===== config.mk =====
export PLATFORM = sky130hd
export DESIGN_NAME = narrow_write_packer
export DESIGN_NICKNAME = d
export VERILOG_FILES = /design/src/rtl/nwp_pkg.sv /design/src/rtl/nwp_lane_place.sv /design/src/rtl/nwp_packer.sv /design/src/rtl/nwp_flag_fifo.sv /design/src/rtl/nwp_resp_fold.sv /design/src/rtl/narrow_write_packer.sv
export SDC_FILE = /design/constraint.sdc
export NUM_CORES = 1
export LEC_CHECK = 0
export ABC_AREA = 1
export BUFFER_PORTS_ARGS = -buffer_cell sky130_fd_sc_hd__buf_2
export CAP_MARGIN = 25
export CORE_MARGIN = 1.5
export CORE_UTILIZATION = 40
export CTS_CLUSTER_DIAMETER = 120
export CTS_CLUSTER_SIZE = 40
export DETAILED_ROUTE_END_ITERATION = 8
export MAX_ROUTING_LAYER = met4
export PLACE_DENSITY = 0.6
export SLEW_MARGIN = 25
export SYNTH_ARGS = -nofsm -noshare
export SYNTH_HDL_FRONTEND = slang
export SYNTH_SLANG_ARGS = --single-unit

===== constraint.sdc =====
create_clock -name clk -period 6.87 [get_ports clk]
set_input_delay 0.3435 -clock clk [delete_from_list [all_inputs] [get_ports clk]]
set_output_delay 0.3435 -clock clk [all_outputs]
set_load 0.005 [all_outputs]

===== src/rtl/nwp_pkg.sv =====
// Shared response codes and the priority function used by the response fold.
package nwp_pkg;
    localparam logic [1:0] RSP_OKAY   = 2'b00;
    localparam logic [1:0] RSP_EXOKAY = 2'b01;
    localparam logic [1:0] RSP_SLVERR = 2'b10;
    localparam logic [1:0] RSP_DECERR = 2'b11;

    // Rank of a response: larger wins when several are folded into one.
    function automatic logic [1:0] rsp_rank(input logic [1:0] r);
        case (r)
            RSP_DECERR: return 2'd3;
            RSP_SLVERR: return 2'd2;
            RSP_OKAY:   return 2'd1;
            default:    return 2'd0;
        endcase
    endfunction

    // Pick the higher-priority of two responses.
    function automatic logic [1:0] rsp_worse(input logic [1:0] a, input logic [1:0] b);
        return (rsp_rank(a) >= rsp_rank(b)) ? a : b;
    endfunction
endpackage


===== src/rtl/nwp_lane_place.sv =====
// Places one narrow beat onto the 64-bit lane grid.
// Assumes: IN_W is 8, 16, 32 or 64 and the address is aligned to the beat size.
// Outputs the replicated data, the masked strobes, a per-bit lane mask,
// the byte count and whether the beat reaches byte lane 7.
module nwp_lane_place #(
    parameter int IN_W = 32
) (
    input  logic [2:0]        lo_addr,
    input  logic [2:0]        size,
    input  logic [IN_W-1:0]   data,
    input  logic [IN_W/8-1:0] strb,
    output logic [63:0]       w_data,
    output logic [7:0]        w_strb,
    output logic [63:0]       w_bmask,
    output logic [3:0]        nbytes,
    output logic              ends_word
);
    localparam int NB_IN  = IN_W / 8;
    localparam int REP    = 8 / NB_IN;
    localparam int SZ_MAX = $clog2(NB_IN);

    logic [2:0] eff_size;
    logic [3:0] lo_ext;
    logic [7:0] lanes;

    // Clamp the size to the narrow bus width and derive the byte count.
    always_comb begin
        eff_size  = (size > 3'(SZ_MAX)) ? 3'(SZ_MAX) : size;
        nbytes    = 4'd1 << eff_size;
        lo_ext    = {1'b0, lo_addr};
        ends_word = ((lo_ext + nbytes) == 4'd8);
    end

    // Narrow lanes repeat across the wide word, so each wide lane sees its byte.
    assign w_data = {REP{data}};

    for (genvar j = 0; j < 8; j++) begin : g_lane
        localparam logic [3:0] LJ = 4'(j);
        assign lanes[j]             = (LJ >= lo_ext) && (LJ < (lo_ext + nbytes));
        assign w_strb[j]            = lanes[j] & strb[j % NB_IN];
        assign w_bmask[8*j +: 8]    = {8{lanes[j]}};
    end
endmodule


===== src/rtl/nwp_packer.sv =====
// Accumulates narrow beats into one wide beat and presents it on the output.
// Assumes: incrementing bursts, size-aligned addresses, merge_off stable in a burst.
// A partial beat closes on last, on filling lane 7, or when the next beat
// cannot join it; the input stalls while a closed beat waits.
module nwp_packer #(
    parameter int IN_W = 32,
    parameter int AW   = 32
) (
    input  logic              clk,
    input  logic              rst_n,
    input  logic              merge_off,
    input  logic              s_valid,
    output logic              s_ready,
    input  logic [AW-1:0]     s_addr,
    input  logic [2:0]        s_size,
    input  logic [IN_W-1:0]   s_data,
    input  logic [IN_W/8-1:0] s_strb,
    input  logic              s_last,
    input  logic              s_cache,
    input  logic              s_excl,
    output logic              q_done,
    input  logic              q_take,
    output logic [AW-1:0]     q_addr,
    output logic [2:0]        q_size,
    output logic [63:0]       q_data,
    output logic [7:0]        q_strb,
    output logic              q_last,
    output logic              q_cache,
    output logic              q_excl,
    output logic              q_byp
);
    logic [63:0]   p_data, p_bmask;
    logic [7:0]    p_strb;
    logic [3:0]    p_n;
    logic          p_end;

    logic          busy, done, multi, mid;
    logic          a_cache, a_excl, a_first, a_last, a_byp;
    logic [AW-1:0] a_addr, a_next;
    logic [2:0]    a_size;
    logic [63:0]   a_data;
    logic [7:0]    a_strb;

    logic          mergeable_in, can_merge, accept, fin;

    nwp_lane_place #(.IN_W(IN_W)) u_place (
        .lo_addr   (s_addr[2:0]),
        .size      (s_size),
        .data      (s_data),
        .strb      (s_strb),
        .w_data    (p_data),
        .w_strb    (p_strb),
        .w_bmask   (p_bmask),
        .nbytes    (p_n),
        .ends_word (p_end)
    );

    // Decide whether the presented beat joins the partial beat or forces a flush.
    always_comb begin
        mergeable_in = s_cache && !merge_off;
        can_merge    = busy && !done && mergeable_in &&
                       (s_addr == a_next) && (s_addr[AW-1:3] == a_addr[AW-1:3]);
        s_ready      = !busy || can_merge;
        accept       = s_valid && s_ready;
        fin          = s_last || !mergeable_in || p_end;
    end

    // Accumulator state: load, merge, flush and release to the output.
    always_ff @(posedge clk) begin
        if (!rst_n) begin
            busy    <= 1'b0;
            done    <= 1'b0;
            multi   <= 1'b0;
            mid     <= 1'b0;
            a_cache <= 1'b0;
            a_excl  <= 1'b0;
            a_first <= 1'b0;
            a_last  <= 1'b0;
            a_byp   <= 1'b0;
            a_addr  <= '0;
            a_next  <= '0;
            a_size  <= '0;
            a_data  <= '0;
            a_strb  <= '0;
        end else begin
            if (q_take) begin
                busy <= 1'b0;
                done <= 1'b0;
            end else if (accept && !busy) begin
                busy    <= 1'b1;
                done    <= fin;
                multi   <= 1'b0;
                a_data  <= p_data;
                a_strb  <= p_strb;
                a_addr  <= s_addr;
                a_next  <= s_addr + AW'(p_n);
                a_size  <= s_size;
                a_cache <= s_cache;
                a_excl  <= s_excl;
                a_first <= !mid;
                a_last  <= s_last;
                a_byp   <= merge_off;
            end else if (accept) begin
                done    <= fin;
                multi   <= 1'b1;
                a_data  <= (a_data & ~p_bmask) | (p_data & p_bmask);
                a_strb  <= a_strb | p_strb;
                a_next  <= a_next + AW'(p_n);
                a_last  <= s_last;
            end else if (s_valid && busy && !done) begin
                done    <= 1'b1;
            end
            if (accept) begin
                mid <= !s_last;
            end
        end
    end

    // Present the closed beat; a packed beat reports a full aligned word.
    always_comb begin
        q_done  = done;
        q_addr  = multi ? {a_addr[AW-1:3], 3'b000} : a_addr;
        q_size  = multi ? 3'd3 : a_size;
        q_data  = a_data;
        q_strb  = a_strb;
        q_last  = a_last;
        q_cache = a_cache;
        q_excl  = a_excl && a_first && a_last;
        q_byp   = a_byp;
    end
endmodule


===== src/rtl/nwp_flag_fifo.sv =====
// Small first-in first-out queue of per-beat flags.
// Assumes: DEPTH is a power of two and at least 2; no push when full,
// no pop when empty.
module nwp_flag_fifo #(
    parameter int DEPTH = 4,
    parameter int W     = 2
) (
    input  logic         clk,
    input  logic         rst_n,
    input  logic         push,
    input  logic [W-1:0] din,
    input  logic         pop,
    output logic [W-1:0] dout,
    output logic         full,
    output logic         empty
);
    localparam int PW = $clog2(DEPTH);

    logic [W-1:0] mem [DEPTH];
    logic [PW:0]  wp, rp;

    // Pointer update with wrap bit.
    always_ff @(posedge clk) begin
        if (!rst_n) begin
            wp <= '0;
            rp <= '0;
        end else begin
            if (push) wp <= wp + 1'b1;
            if (pop)  rp <= rp + 1'b1;
        end
    end

    // Storage write.
    always_ff @(posedge clk) begin
        if (push) mem[wp[PW-1:0]] <= din;
    end

    assign dout  = mem[rp[PW-1:0]];
    assign empty = (wp == rp);
    assign full  = (wp[PW] != rp[PW]) && (wp[PW-1:0] == rp[PW-1:0]);
endmodule


===== src/rtl/nwp_resp_fold.sv =====
// Folds downstream per-beat write responses into upstream responses.
// Each issued wide beat leaves a flag pair {last-of-burst, forward}; a
// forward beat returns its response alone, otherwise responses of a burst
// are reduced by priority and returned when its last beat answers.
// Assumes: downstream answers in order and only for beats already issued.
module nwp_resp_fold #(
    parameter int DEPTH = 4
) (
    input  logic       clk,
    input  logic       rst_n,
    input  logic       push,
    input  logic       push_last,
    input  logic       push_fwd,
    output logic       full,
    input  logic       m_bvalid,
    output logic       m_bready,
    input  logic [1:0] m_bresp,
    output logic       s_bvalid,
    input  logic       s_bready,
    output logic [1:0] s_bresp
);
    import nwp_pkg::*;

    logic [1:0] head;
    logic       empty, pop, hold_v, emit;
    logic [1:0] hold_r, folded;

    nwp_flag_fifo #(.DEPTH(DEPTH), .W(2)) u_q (
        .clk   (clk),
        .rst_n (rst_n),
        .push  (push),
        .din   ({push_last, push_fwd}),
        .pop   (pop),
        .dout  (head),
        .full  (full),
        .empty (empty)
    );

    // Accept a response only when one is owed and the upstream slot is free.
    always_comb begin
        m_bready = !empty && (!s_bvalid || s_bready);
        pop      = m_bvalid && m_bready;
        folded   = hold_v ? rsp_worse(hold_r, m_bresp) : m_bresp;
        emit     = head[1] || head[0];
    end

    // Running worst response and upstream response register.
    always_ff @(posedge clk) begin
        if (!rst_n) begin
            hold_v   <= 1'b0;
            hold_r   <= RSP_OKAY;
            s_bvalid <= 1'b0;
            s_bresp  <= RSP_OKAY;
        end else begin
            if (s_bvalid && s_bready) s_bvalid <= 1'b0;
            if (pop) begin
                if (emit) begin
                    s_bvalid <= 1'b1;
                    s_bresp  <= folded;
                    hold_v   <= 1'b0;
                end else begin
                    hold_v   <= 1'b1;
                    hold_r   <= folded;
                end
            end
        end
    end
endmodule


===== src/rtl/narrow_write_packer.sv =====
// Top level: narrow write beats in, packed 64-bit beats out, folded
// responses back. Assumes size-aligned incrementing bursts and that
// merge_off changes only between bursts.
module narrow_write_packer #(
    parameter int IN_W     = 32,
    parameter int AW       = 32,
    parameter int RQ_DEPTH = 4
) (
    input  logic              clk,
    input  logic              rst_n,
    input  logic              merge_off,
    input  logic              s_valid,
    output logic              s_ready,
    input  logic [AW-1:0]     s_addr,
    input  logic [2:0]        s_size,
    input  logic [IN_W-1:0]   s_data,
    input  logic [IN_W/8-1:0] s_strb,
    input  logic              s_last,
    input  logic              s_cache,
    input  logic              s_excl,
    output logic              m_valid,
    input  logic              m_ready,
    output logic [AW-1:0]     m_addr,
    output logic [2:0]        m_size,
    output logic [63:0]       m_data,
    output logic [7:0]        m_strb,
    output logic              m_last,
    output logic              m_cache,
    output logic              m_excl,
    input  logic              m_bvalid,
    output logic              m_bready,
    input  logic [1:0]        m_bresp,
    output logic              s_bvalid,
    input  logic              s_bready,
    output logic [1:0]        s_bresp
);
    logic q_done, q_byp, rq_full, take;

    nwp_packer #(.IN_W(IN_W), .AW(AW)) u_pack (
        .clk       (clk),
        .rst_n     (rst_n),
        .merge_off (merge_off),
        .s_valid   (s_valid),
        .s_ready   (s_ready),
        .s_addr    (s_addr),
        .s_size    (s_size),
        .s_data    (s_data),
        .s_strb    (s_strb),
        .s_last    (s_last),
        .s_cache   (s_cache),
        .s_excl    (s_excl),
        .q_done    (q_done),
        .q_take    (take),
        .q_addr    (m_addr),
        .q_size    (m_size),
        .q_data    (m_data),
        .q_strb    (m_strb),
        .q_last    (m_last),
        .q_cache   (m_cache),
        .q_excl    (m_excl),
        .q_byp     (q_byp)
    );

    // Offer a beat only when its response bookkeeping has room.
    always_comb begin
        m_valid = q_done && !rq_full;
        take    = m_valid && m_ready;
    end

    nwp_resp_fold #(.DEPTH(RQ_DEPTH)) u_fold (
        .clk       (clk),
        .rst_n     (rst_n),
        .push      (take),
        .push_last (m_last),
        .push_fwd  (q_byp),
        .full      (rq_full),
        .m_bvalid  (m_bvalid),
        .m_bready  (m_bready),
        .m_bresp   (m_bresp),
        .s_bvalid  (s_bvalid),
        .s_bready  (s_bready),
        .s_bresp   (s_bresp)
    );
endmodule


== Yosys cells after proc, flatten, opt, wreduce, memory -nomap -nowiden ==
Memories as Yosys holds them, arrays and structs flattened. A register that Yosys moved wholly into a read port is not among the register bits.
Index checks and enable logic that the tools add are counted.
Operators by class
  add/sub/neg operators: 5
  $lt $le $gt $ge: 18
  eq/ne operators: 10
  shift-type cells: 1
  muxes and demuxes: 28
  bitwise operators: 16
  reduce and logical (&&, ||, !) cells: 48
Operators by type and width (count)
  64-bit bitwise AND: 2
  64-bit 2-to-1 mux: 2
  32-bit by 4-bit adder with 32-bit output: 2
  32-bit 2-to-1 mux: 2
  64-bit inverter: 1
  64-bit bitwise OR: 1
  32-bit equality test: 1
  29-bit equality test: 1
  1-bit logical AND: 25
  3-bit by 4-bit less-than comparator with 1-bit output (first input constant): 4
  8-bit 2-to-1 mux: 2
  1-bit 2-to-1 mux: 13
  3-bit >= comparator (first input constant): 4
  2-bit one-hot mux with 3 select lines: 2
  1-bit zero test: 9
  3-bit 2-to-1 mux: 3
  1-bit bitwise AND: 8
  2-bit equality test (second input constant): 4
  1-bit by 4-bit less-than comparator with 1-bit output (first input constant): 2
  2-bit by 4-bit less-than comparator with 1-bit output (first input constant): 2
  2-bit 2-to-1 mux: 4
  8-bit bitwise OR: 1
  2-bit AND reduction: 4
  3-bit by 1-bit adder with 3-bit output (second input constant): 2
  16 further kinds: 25
Word-level totals
  flip-flop bits (word level): 160
  memory bits (writable): 8
  input bits: 83
  output and inout bits: 116
  logic and storage cells: 147
  memories kept: 1
Memories
  u_fold.u_q.mem: depth 4, bits a word 2, read ports 1, clocked after memory_dff 1, wr ports 1, line nwp_flag_fifo.sv:19  | logic [W-1:0] mem [DEPTH];

== Depth between registers and ports, before layout ==
Gate-level depths: netlist (run 1).
  depth after elaboration: 11
  depth in mapped cells: 22
  mapped depth without buffers: 18

== By module ==
Synthesis (run 1) repeated with hierarchy kept, for this count alone.
Unflattened totals
  cell total of the unflattened synthesis: 1906
  area total of the unflattened synthesis: 11791.3 sq um
By module, submodules not included
  nwp_packer: times used 1, cells an instance 1566, area each 9345.2 sq um, sequential area each 2962.8 sq um
  nwp_lane_place: times used 1, cells an instance 195, area each 1270.0 sq um, sequential area each 0.0 sq um
  nwp_flag_fifo: times used 1, cells an instance 78, area each 732.0 sq um, sequential area each 400.4 sq um
  nwp_resp_fold: times used 1, cells an instance 62, area each 420.4 sq um, sequential area each 120.1 sq um
  narrow_write_packer: times used 1, cells an instance 5, area each 23.8 sq um, sequential area each 0.0 sq um

== Least setup slack after synthesis (run 1) ==
OpenSTA, ideal clock, no wires.
  path type: register to register
  start: register u_pack.busy
  end: register u_pack.a_next[22]
  library setup time: 113 ps
  arrival: 2814 ps
  data required time: 6757 ps
  setup slack: 3944 ps
  stages on the path, launching flop included: 21
  buffers on the path: 4
  period minus slack after synthesis: 2926 ps
  cell sequence: dfxtp_1 -> inv_2 -> nand2_2 -> buf_4 -> buf_2 -> buf_2 -> clkbuf_1 -> o21ai_0 -> ha_1 -> fa_1 -> nand2_1 -> inv_1 -> o21ai_0 -> nand2_1 -> nand2_1 -> nor2_4 -> nand3_2 -> nor2_2 -> xor2_1 -> nor2_1 -> nor2_1
Between the ends
  cells in the longest elaborated chain, start to end: 9
  elaborated cells on any way between the ends: 11
  those cells by class: 1 x mux; 10 x reduce/logical
RTL lines
  start, declared: line nwp_packer.sv:37  | logic busy, done, multi, mid;
  start signal, assigned: line nwp_packer.sv:71  | busy <= 1'b0;
  start signal, assigned: line nwp_packer.sv:87  | busy <= 1'b0;
  start signal, assigned: line nwp_packer.sv:90  | busy <= 1'b1;
  1-bit logical AND (3 in series): line nwp_packer.sv:61  | can_merge = busy && !done && mergeable_in &&
  1-bit logical AND: line nwp_packer.sv:62  | (s_addr == a_next) && (s_addr[AW-1:3] == a_addr[AW-1:3]);
  1-bit logical OR: line nwp_packer.sv:63  | s_ready = !busy || can_merge;
  1-bit logical AND: line nwp_packer.sv:64  | accept = s_valid && s_ready;
  1-bit logical AND: line nwp_packer.sv:89  | end else if (accept && !busy) begin
  2-bit nonzero test (no source line)
  2-bit AND reduction (no source line)
  end signal, assigned: line nwp_packer.sv:96  | a_next <= s_addr + AW'(p_n);
  end signal, assigned: line nwp_packer.sv:108  | a_next <= a_next + AW'(p_n);
  end, declared: line nwp_packer.sv:39  | logic [AW-1:0] a_addr, a_next;
Parallel ways exist; a longest one is shown, timed or not.
A chain may end at the register's enable or synchronous reset.

== Final worst setup path (run 1) ==
  start: register u_fold.u_q.wp[0]
  end: register u_pack.a_addr[11]
Between the ends
  cells in the longest elaborated chain, start to end: 7
RTL lines
  start, declared: line nwp_flag_fifo.sv:20  | logic [PW:0] wp, rp;
  start signal, assigned: line nwp_flag_fifo.sv:28  | if (push) wp <= wp + 1'b1;
  2-bit equality test: line nwp_flag_fifo.sv:40  | assign full = (wp[PW] != rp[PW]) && (wp[PW-1:0] == rp[PW-1:0]);
  1-bit logical AND: line nwp_flag_fifo.sv:40
  1-bit zero test: line narrow_write_packer.sv:66  | m_valid = q_done && !rq_full;
  1-bit logical AND: line narrow_write_packer.sv:66
  1-bit logical AND: line narrow_write_packer.sv:67  | take = m_valid && m_ready;
  1-bit inverter (no source line)
  2-bit AND reduction (no source line)
  end signal, assigned: line nwp_packer.sv:95  | a_addr <= s_addr;
  end, declared: line nwp_packer.sv:39
Every way passes these cells.

==> impl_metrics.py, run 1 <==
metrics = {
    "status": {
        "status": "finished, final reports clean",
    },
    "layout": {
        "final-instance-count-excl-fill": 1990,
        "n_fill_cell": 2513,
        "final_cell_mix": "nand2_1, nor2_1, inv_1, buf_2, dfxtp_1",
        "final_common_cell": "nand2_1",
        "area_delta_synth_final_pct": 16.21,
        "final_layout_size_suffix_gt1_share_pct": 16.57,
        "finalInstanceArea_um2": 11150,
        "nets": 1757,
    },
    "floorplan": {
        "die_width_um": 157.9,
        "die_area_um2": 24930,
        "fp.coreArea_um2": 23470,
        "fp-row-count": 56,
        "pin_count": 199,
        "chipHeight_um": 157.9,
        "initial_cell_density_of_the_core_pct": 40.88,
    },
    "min_path": {
        "min-delay-path-class": "in -> reg",
    },
    "critical_path": {
        "cp-end-kind": "flip-flop",
        "critical_path_class": "reg -> reg",
        "path_common_cell": "nand2_1",
        "cp_required_ns": 7.16,
        "slowest_stage": "nand2_1",
        "critical_path_buf_inv_count": 3,
        "critical_path.max_stage_delay_ns": 0.72,
        "cp_cell_sequence": "inv_1 -> nand2_1 -> a21oi_1 -> nand2_1 -> nand2_1 -> inv_1 -> nand2_2 -> nand2_1 -> nand2_1 -> inv_1 -> nand2_1 -> o31ai_1",
        "timing.critical_path.fanout_max": 21,
        "crit_arrival_ns": 3.88,
        "critPathTopFamily": "simple AND/OR/NAND/NOR gates",
        "worstSetupStartpointType": "flip-flop",
    },
    "yosys": {
        "synth.net_count": 1617,
        "ys_dominant_reg_cell": "dfxtp_1",
        "synth_cells": 1514,
        "synth.yosys.seq_area_share_pct": 36.30,
        "synth_cell_type_count": 41,
        "netlist_area_um2": 9595,
        "synth_async_sr_flop_share_pct": 0,
        "number_of_enable_type_register_cells_in_the_synthesized_netlist": 8,
        "synth.avg_cell_area_um2": 6.338,
        "ys_warn_count": 0,
        "yosys_register_bits": 170,
    },
    "global_route": {
        "grtUsageTotal_pct": 23.41,
        "first_pass_grt_wire_length_mm": 43.58,
        "remaining_overflow_grt": 0,
        "vias_in_the_first_global_route": 8298,
        "antenna_found_initial": 4,
        "grt_max_degree": 81,
    },
    "timing": {
        "relSlewSlack_pct": 34.12,
        "fmax_ghz": 0.2786,
        "report.final.slew_viol_count": 0,
        "worst_pin_slew_ns": 0.9821,
        "setup_viol_count_final": 0,
        "finalClockSkew_ns": 0.01210,
        "period_utilization_pct": 52.24,
        "timing_hold_violations_final": 0,
        "timing.setup.tns_ns": 0,
        "holdWs_ns": 0.1469,
        "final.min_clock_period_ns": 3.589,
        "rsz0062_at_grt": "no",
    },
    "routing": {
        "firstDrtPassIters": 5,
        "routed_wl_mm": 28.31,
        "vias": 9257,
        "drc_markers": 0,
        "route.detailed.wl_per_inst_um": 14.23,
        "remaining_antenna_violation_count": 0,
        "viasPerCell": 4.652,
        "drt_iter0_drc": 584,
    },
    "power": {
        "power_switching_share_pct": 31.98,
        "power.sequential.fraction_pct": 41.4,
        "pwr-share-clk_pct": 37.4,
        "report.power.total_mw": 2.745,
        "total_switching_power_mw": 0.8779,
        "ir_drop_v": 0.0001391,
        "power.combinational.fraction_pct": 21.2,
        "power_density_nw_per_um2": 246.2,
        "p_leak_nw": 5.769,
        "p_int_mw": 1.867,
    },
    "clock_tree": {
        "numCtsBuffers": 17,
        "clock_path_buffers": 2,
        "worst_setup_hold_path_clk_slew_ns": 0.07,
        "cts_repair_resize_count": 0,
        "clock_insertion_delay_worst_skew_ns": 0.43,
        "cts.hold.buffers_added": 0,
        "tritoncts": "done",
        "clock_tree.htree_level_count": 4,
        "cts.repair_timing.setup_buffer_count": 0,
        "clk_root_buffer_cell": "clkbuf_16",
        "numClockSinks": 170,
    },
    "place": {
        "portBuffers": 198,
        "dp.final_hpwl_mm": 21.25,
        "placedCellCount": 1954,
        "place_area_um2": 10520,
        "gp_routability_congestion": 0.9310,
    },
    "flow_run": {
        "max_cap_viol_count": 0,
    },
}
-- worst reg2reg max path: stages (launching register included) --
cell     delay (ns)
dfxtp_1        0.34
inv_1          0.14
nand2_1        0.07
a21oi_1        0.18
nand2_1        0.07
nand2_1        0.06
inv_1          0.06
nand2_2        0.52
nand2_1        0.59
nand2_1        0.73
inv_1          0.47
nand2_1        0.15
o31ai_1        0.08
-- kinds of logic after synthesis --
group | count (synthesis) | share of synthesized area, %
xor gates and xnor gates | 26 | 2.373
DFF | 170 | 36.30
other | 1 | 0.03908
buffers and inverters | 295 | 13.47
adders and majority gates | 20 | 2.764
muxes | 1 | 0.1173
and+or+nand+nor | 835 | 35.56
AOI/OAI and AO/OA | 166 | 9.375
-- worst paths after layout --
kind | start | slack (ns) | depth (start not counted) | end
min | s_data[18] | 0.15 | 3 | flip-flop
max | u_fold.u_q.wp[0]$_SDFFE_PN0P_ | 3.28 | 12 | u_pack.a_addr[11]$_SDFFE_PN0P_
min reg2reg | u_pack.mid$_SDFFE_PN0N_ | 0.43 | 1 | u_pack.a_first$_SDFFE_PN0P_
max reg2reg | u_fold.u_q.wp[0]$_SDFFE_PN0P_ | 3.28 | 12 | u_pack.a_addr[11]$_SDFFE_PN0P_
-- Yosys cell counts (all sizes together), types with 6 or more instances --
cell,instances,share of area (%)
xor2,20,1.8
nand2,484,19
a21oi,56,2.9
nand3,40,2.2
edfxtp,8,2.5
nand4,13,2.1
inv,215,8.4
nor3,8,0.52
dfxtp,162,34
ha,18,2.3
buf,59,4.2
o21ai,93,5.0
nor2,285,11
xnor2,6,0.55
clkbuf,20,0.78
-- stage by stage --
step | worst slack [ns] | util, %
after detailed placement | 3.205 | 44.82
after CTS | 3.291 | 47.42
after global placement | 3.338 | 44.82
after global routing | 2.903 | 47.49
final | 3.281 | 47.51
after floorplan | 3.944 | -
-- routing by layer --
| layer | vias to the layer above | global-route usage [%] | share of wire [%] |
|---|---|---|---|
| met3 | 37 | 4.079 | 6.1 |
| met2 | 237 | 35.78 | 45 |
| li1 | 4875 | - | - |
| met1 | 4108 | 31.23 | 47 |
| met4 | 0 | 7.817 | 2.0 |
| met5 | - | - | 0 |
-- layout make-up --
class	instances	area (um2)	share of cell area (%)
Antenna cell	5	12.51	0.1122
Clock buffer	17	425.4	3.815
Clock inverter	14	183.9	1.649
Inverter	216	810.8	7.271
Multi-Input combinational cell	1049	4827	43.29
Sequential cell	170	3483	31.24
Tap cell	319	399.1	3.579
Timing Repair Buffer	200	1008	9.044
-- power groups by stage --
stage                     clock (mW)  combinational (mW)  sequential [mW]
after floorplan                    0               0.402             1.15
after global placement             0               0.577             1.16
after detailed placement           0               0.582             1.16
after CTS                       1.05               0.585             1.14
after global routing            1.09               0.667             1.15
final                           1.03               0.581             1.14
Note: power is estimated with default switching activity, not from simulation.
==> run 2: changes to the inputs <==
==> constraint.sdc (replaced) <==
create_clock -name clk -period 3.7 [get_ports clk]
set_input_delay 0.185 -clock clk [delete_from_list [all_inputs] [get_ports clk]]
set_output_delay 0.185 -clock clk [all_outputs]
set_load 0.005 [all_outputs]
==> run 2 against run 1 <==
  * First-iteration DRC count up 17%
  * Clock skew grew 0.0043 ns
  * Register-to-register slack got worse by 2.3 ns
  * Worst setup slack worse by 2.3 ns
  * Non-clock buffer count is 37 higher
  * Count of clock-buffer cells in the layout grew 1
  * Clock power is 75% higher
==> impl_metrics.py, run 2 (synthesis gave the netlist of run 1 again) <==
metrics = {
    "status": {
        "status": "finished, final reports clean",
    },
    "timing": {
        "timing_hold_violations_final": 0,
        "rsz0062_at_grt": "no",
        "period_utilization_pct": 74.54,
        "finalClockSkew_ns": 0.01644,
        "worst_pin_slew_ns": 0.7048,
        "final.min_clock_period_ns": 2.758,
        "holdWs_ns": 0.007672,
        "report.final.slew_viol_count": 0,
        "fmax_ghz": 0.3626,
        "timing.setup.tns_ns": 0,
        "setup_viol_count_final": 0,
        "relSlewSlack_pct": 52.90,
    },
    "layout": {
        "n_fill_cell": 2427,
        "multi_input_comb_area_um2": 4820,
        "reg_area_um2": 3483,
        "final_layout_size_suffix_gt1_share_pct": 16.78,
        "final_cell_mix": "nand2_1, nor2_1, inv_1, buf_2, dfxtp_1",
        "final-instance-count-excl-fill": 2026,
        "area_delta_synth_final_pct": 19.44,
        "finalInstanceArea_um2": 11460,
        "final_common_cell": "nand2_1",
        "nets": 1794,
    },
    "place": {
        "placedCellCount": 1964,
        "gp_routability_congestion": 0.9179,
        "dp.final_hpwl_mm": 21.59,
        "portBuffers": 198,
        "place_area_um2": 10600,
    },
    "clock_tree": {
        "clock_insertion_delay_worst_skew_ns": 0.44,
        "worst_setup_hold_path_clk_slew_ns": 0.07,
        "tritoncts": "done",
        "cts_repair_resize_count": 0,
        "clock_tree.htree_level_count": 4,
        "numClockSinks": 170,
        "clk_root_buffer_cell": "clkbuf_16",
        "numCtsBuffers": 17,
        "clock_path_buffers": 2,
        "cts.hold.buffers_added": 27,
        "cts.repair_timing.setup_buffer_count": 0,
    },
    "routing": {
        "drt_iter0_drc": 681,
        "routed_wl_mm": 28.92,
        "drc_markers": 0,
        "firstDrtPassIters": 5,
        "remaining_antenna_violation_count": 0,
        "route.detailed.wl_per_inst_um": 14.27,
        "vias": 9453,
        "viasPerCell": 4.666,
    },
    "critical_path": {
        "critPathTopFamily": "simple AND/OR/NAND/NOR gates",
        "r2r_cells": 15,
        "crit_arrival_ns": 3.08,
        "cp_num_cells": 15,
        "worstSetupStartpointType": "flip-flop",
        "slowest_stage": "buf_4",
        "cp_cell_sequence": "inv_2 -> nand2_2 -> buf_4 -> nand2_1 -> o21ai_0 -> ha_1 -> o21ai_0 -> nand2_1 -> nand2_1 -> nor2_4 -> nand3_2 -> nor2_2 -> nand3_1 -> a21oi_1 -> nor2_1",
        "reg2reg_slack_ns": 0.94,
        "critical_path.endpoint": "u_pack.a_next[26]$_SDFFE_PN0P_",
        "source_of_the_critical_timing_path": "u_pack.busy$_SDFFE_PP0P_",
        "critical_path.max_stage_delay_ns": 0.49,
        "critical_path_buf_inv_count": 2,
        "critical_path.reg2reg.endpoint": "u_pack.a_next[26]$_SDFFE_PN0P_",
        "critical_path_class": "reg -> reg",
        "r2r_start": "u_pack.busy$_SDFFE_PP0P_",
        "cp-end-kind": "flip-flop",
        "timing.critical_path.fanout_max": 45,
        "path_common_cell": "nand2_1",
        "cp_required_ns": 4.03,
    },
    "min_path": {
        "hold_path_startpoint": "s_data[17]",
        "min-delay-path-class": "in -> reg",
    },
    "floorplan": {
        "fp.coreArea_um2": 23470,
        "chipHeight_um": 157.9,
        "fp-row-count": 56,
        "die_area_um2": 24930,
        "initial_cell_density_of_the_core_pct": 40.88,
        "pin_count": 199,
        "die_width_um": 157.9,
    },
    "global_route": {
        "grtUsageTotal_pct": 24.10,
        "vias_in_the_first_global_route": 8562,
        "grt_max_degree": 54,
        "antenna_found_initial": 3,
        "first_pass_grt_wire_length_mm": 45.24,
        "remaining_overflow_grt": 0,
    },
    "power": {
        "power_density_nw_per_um2": 439.1,
        "ir_drop_v": 0.0002571,
        "p_leak_nw": 5.917,
    },
    "flow_run": {
        "max_cap_viol_count": 0,
    },
}
## run 2: changes by cell type in the layout (fill, tap and decap cells not counted), moves of 2 or more
cell | before | now
dlygate4sd3_1 | 0 | 27
buf_4 | 3 | 13
inv_6 | 6 | 1
inv_8 | 0 | 5
clkinv_4 | 1 | 5
bufinv_16 | 3 | 0
clkinv_2 | 2 | 0
diode_2 | 5 | 3
## run 2: how the worst min path moves through the flow
| stage | cells after the start | end | slack (ns) |
|---|---|---|---|
| global route | 3 | u_pack.q_last$_SDFFE_PN0P_ | 0.01 |
| floorplan | 2 | flip-flop | 0.32 |
| global placement | 3 | flip-flop | 0.43 |
| detailed placement | 3 | flip-flop | 0.43 |
| finish | 3 | flip-flop | 0.008 |
| CTS | 3 | flip-flop | 0.0009 |
## run 2: area by class of cell
class	instances	share of cell area, %
antenna	3	0.06550
clock inverter	14	1.288
timing repair buffer	237	11.81
clock buffer	18	3.832
inverter	216	7.074
tap	319	3.483
sequential	170	30.39
multi-input combinational	1049	42.05
## run 2: worst register-to-register path, delay by kind of cell, from the launching register on
family	cells	cell delay, ns
flip-flops	1	0.36
adder cells (fa/ha/maj)	1	0.18
AO/OA/AOI/OAI	3	0.34
buffers and inverters	2	0.55
AND/OR/NAND/NOR	9	1.22
## run 2: layer usage
layer	up-vias	share of wire (%)	wire (um)	global-route usage, %
li1	4944	-	-	-
met1	4250	48	13970	32.63
met2	234	45	13000	37.09
met3	25	5.4	1558	3.887
met4	0	1.4	394	6.739
met5	-	0	0	-
## run 2: power by group
group          total (mW)  switching, mW  internal, mW
combinational        1.12          0.709         0.407
clock                1.80          0.878         0.921
sequential           2.12          0.108          2.01
total                5.03           1.70          3.34
## run 2: through the flow
step / power, mW / utilization [%] / worst slack [ns]
floorplan: 2.889 / - / 0.7737
global placement: 3.240 / 45.14 / 1.039
detailed placement: 3.249 / 45.14 / 0.9380
CTS: 5.073 / 48.80 / 0.9379
global route: 5.326 / 48.83 / 0.5830
finish: 5.032 / 48.83 / 0.9420
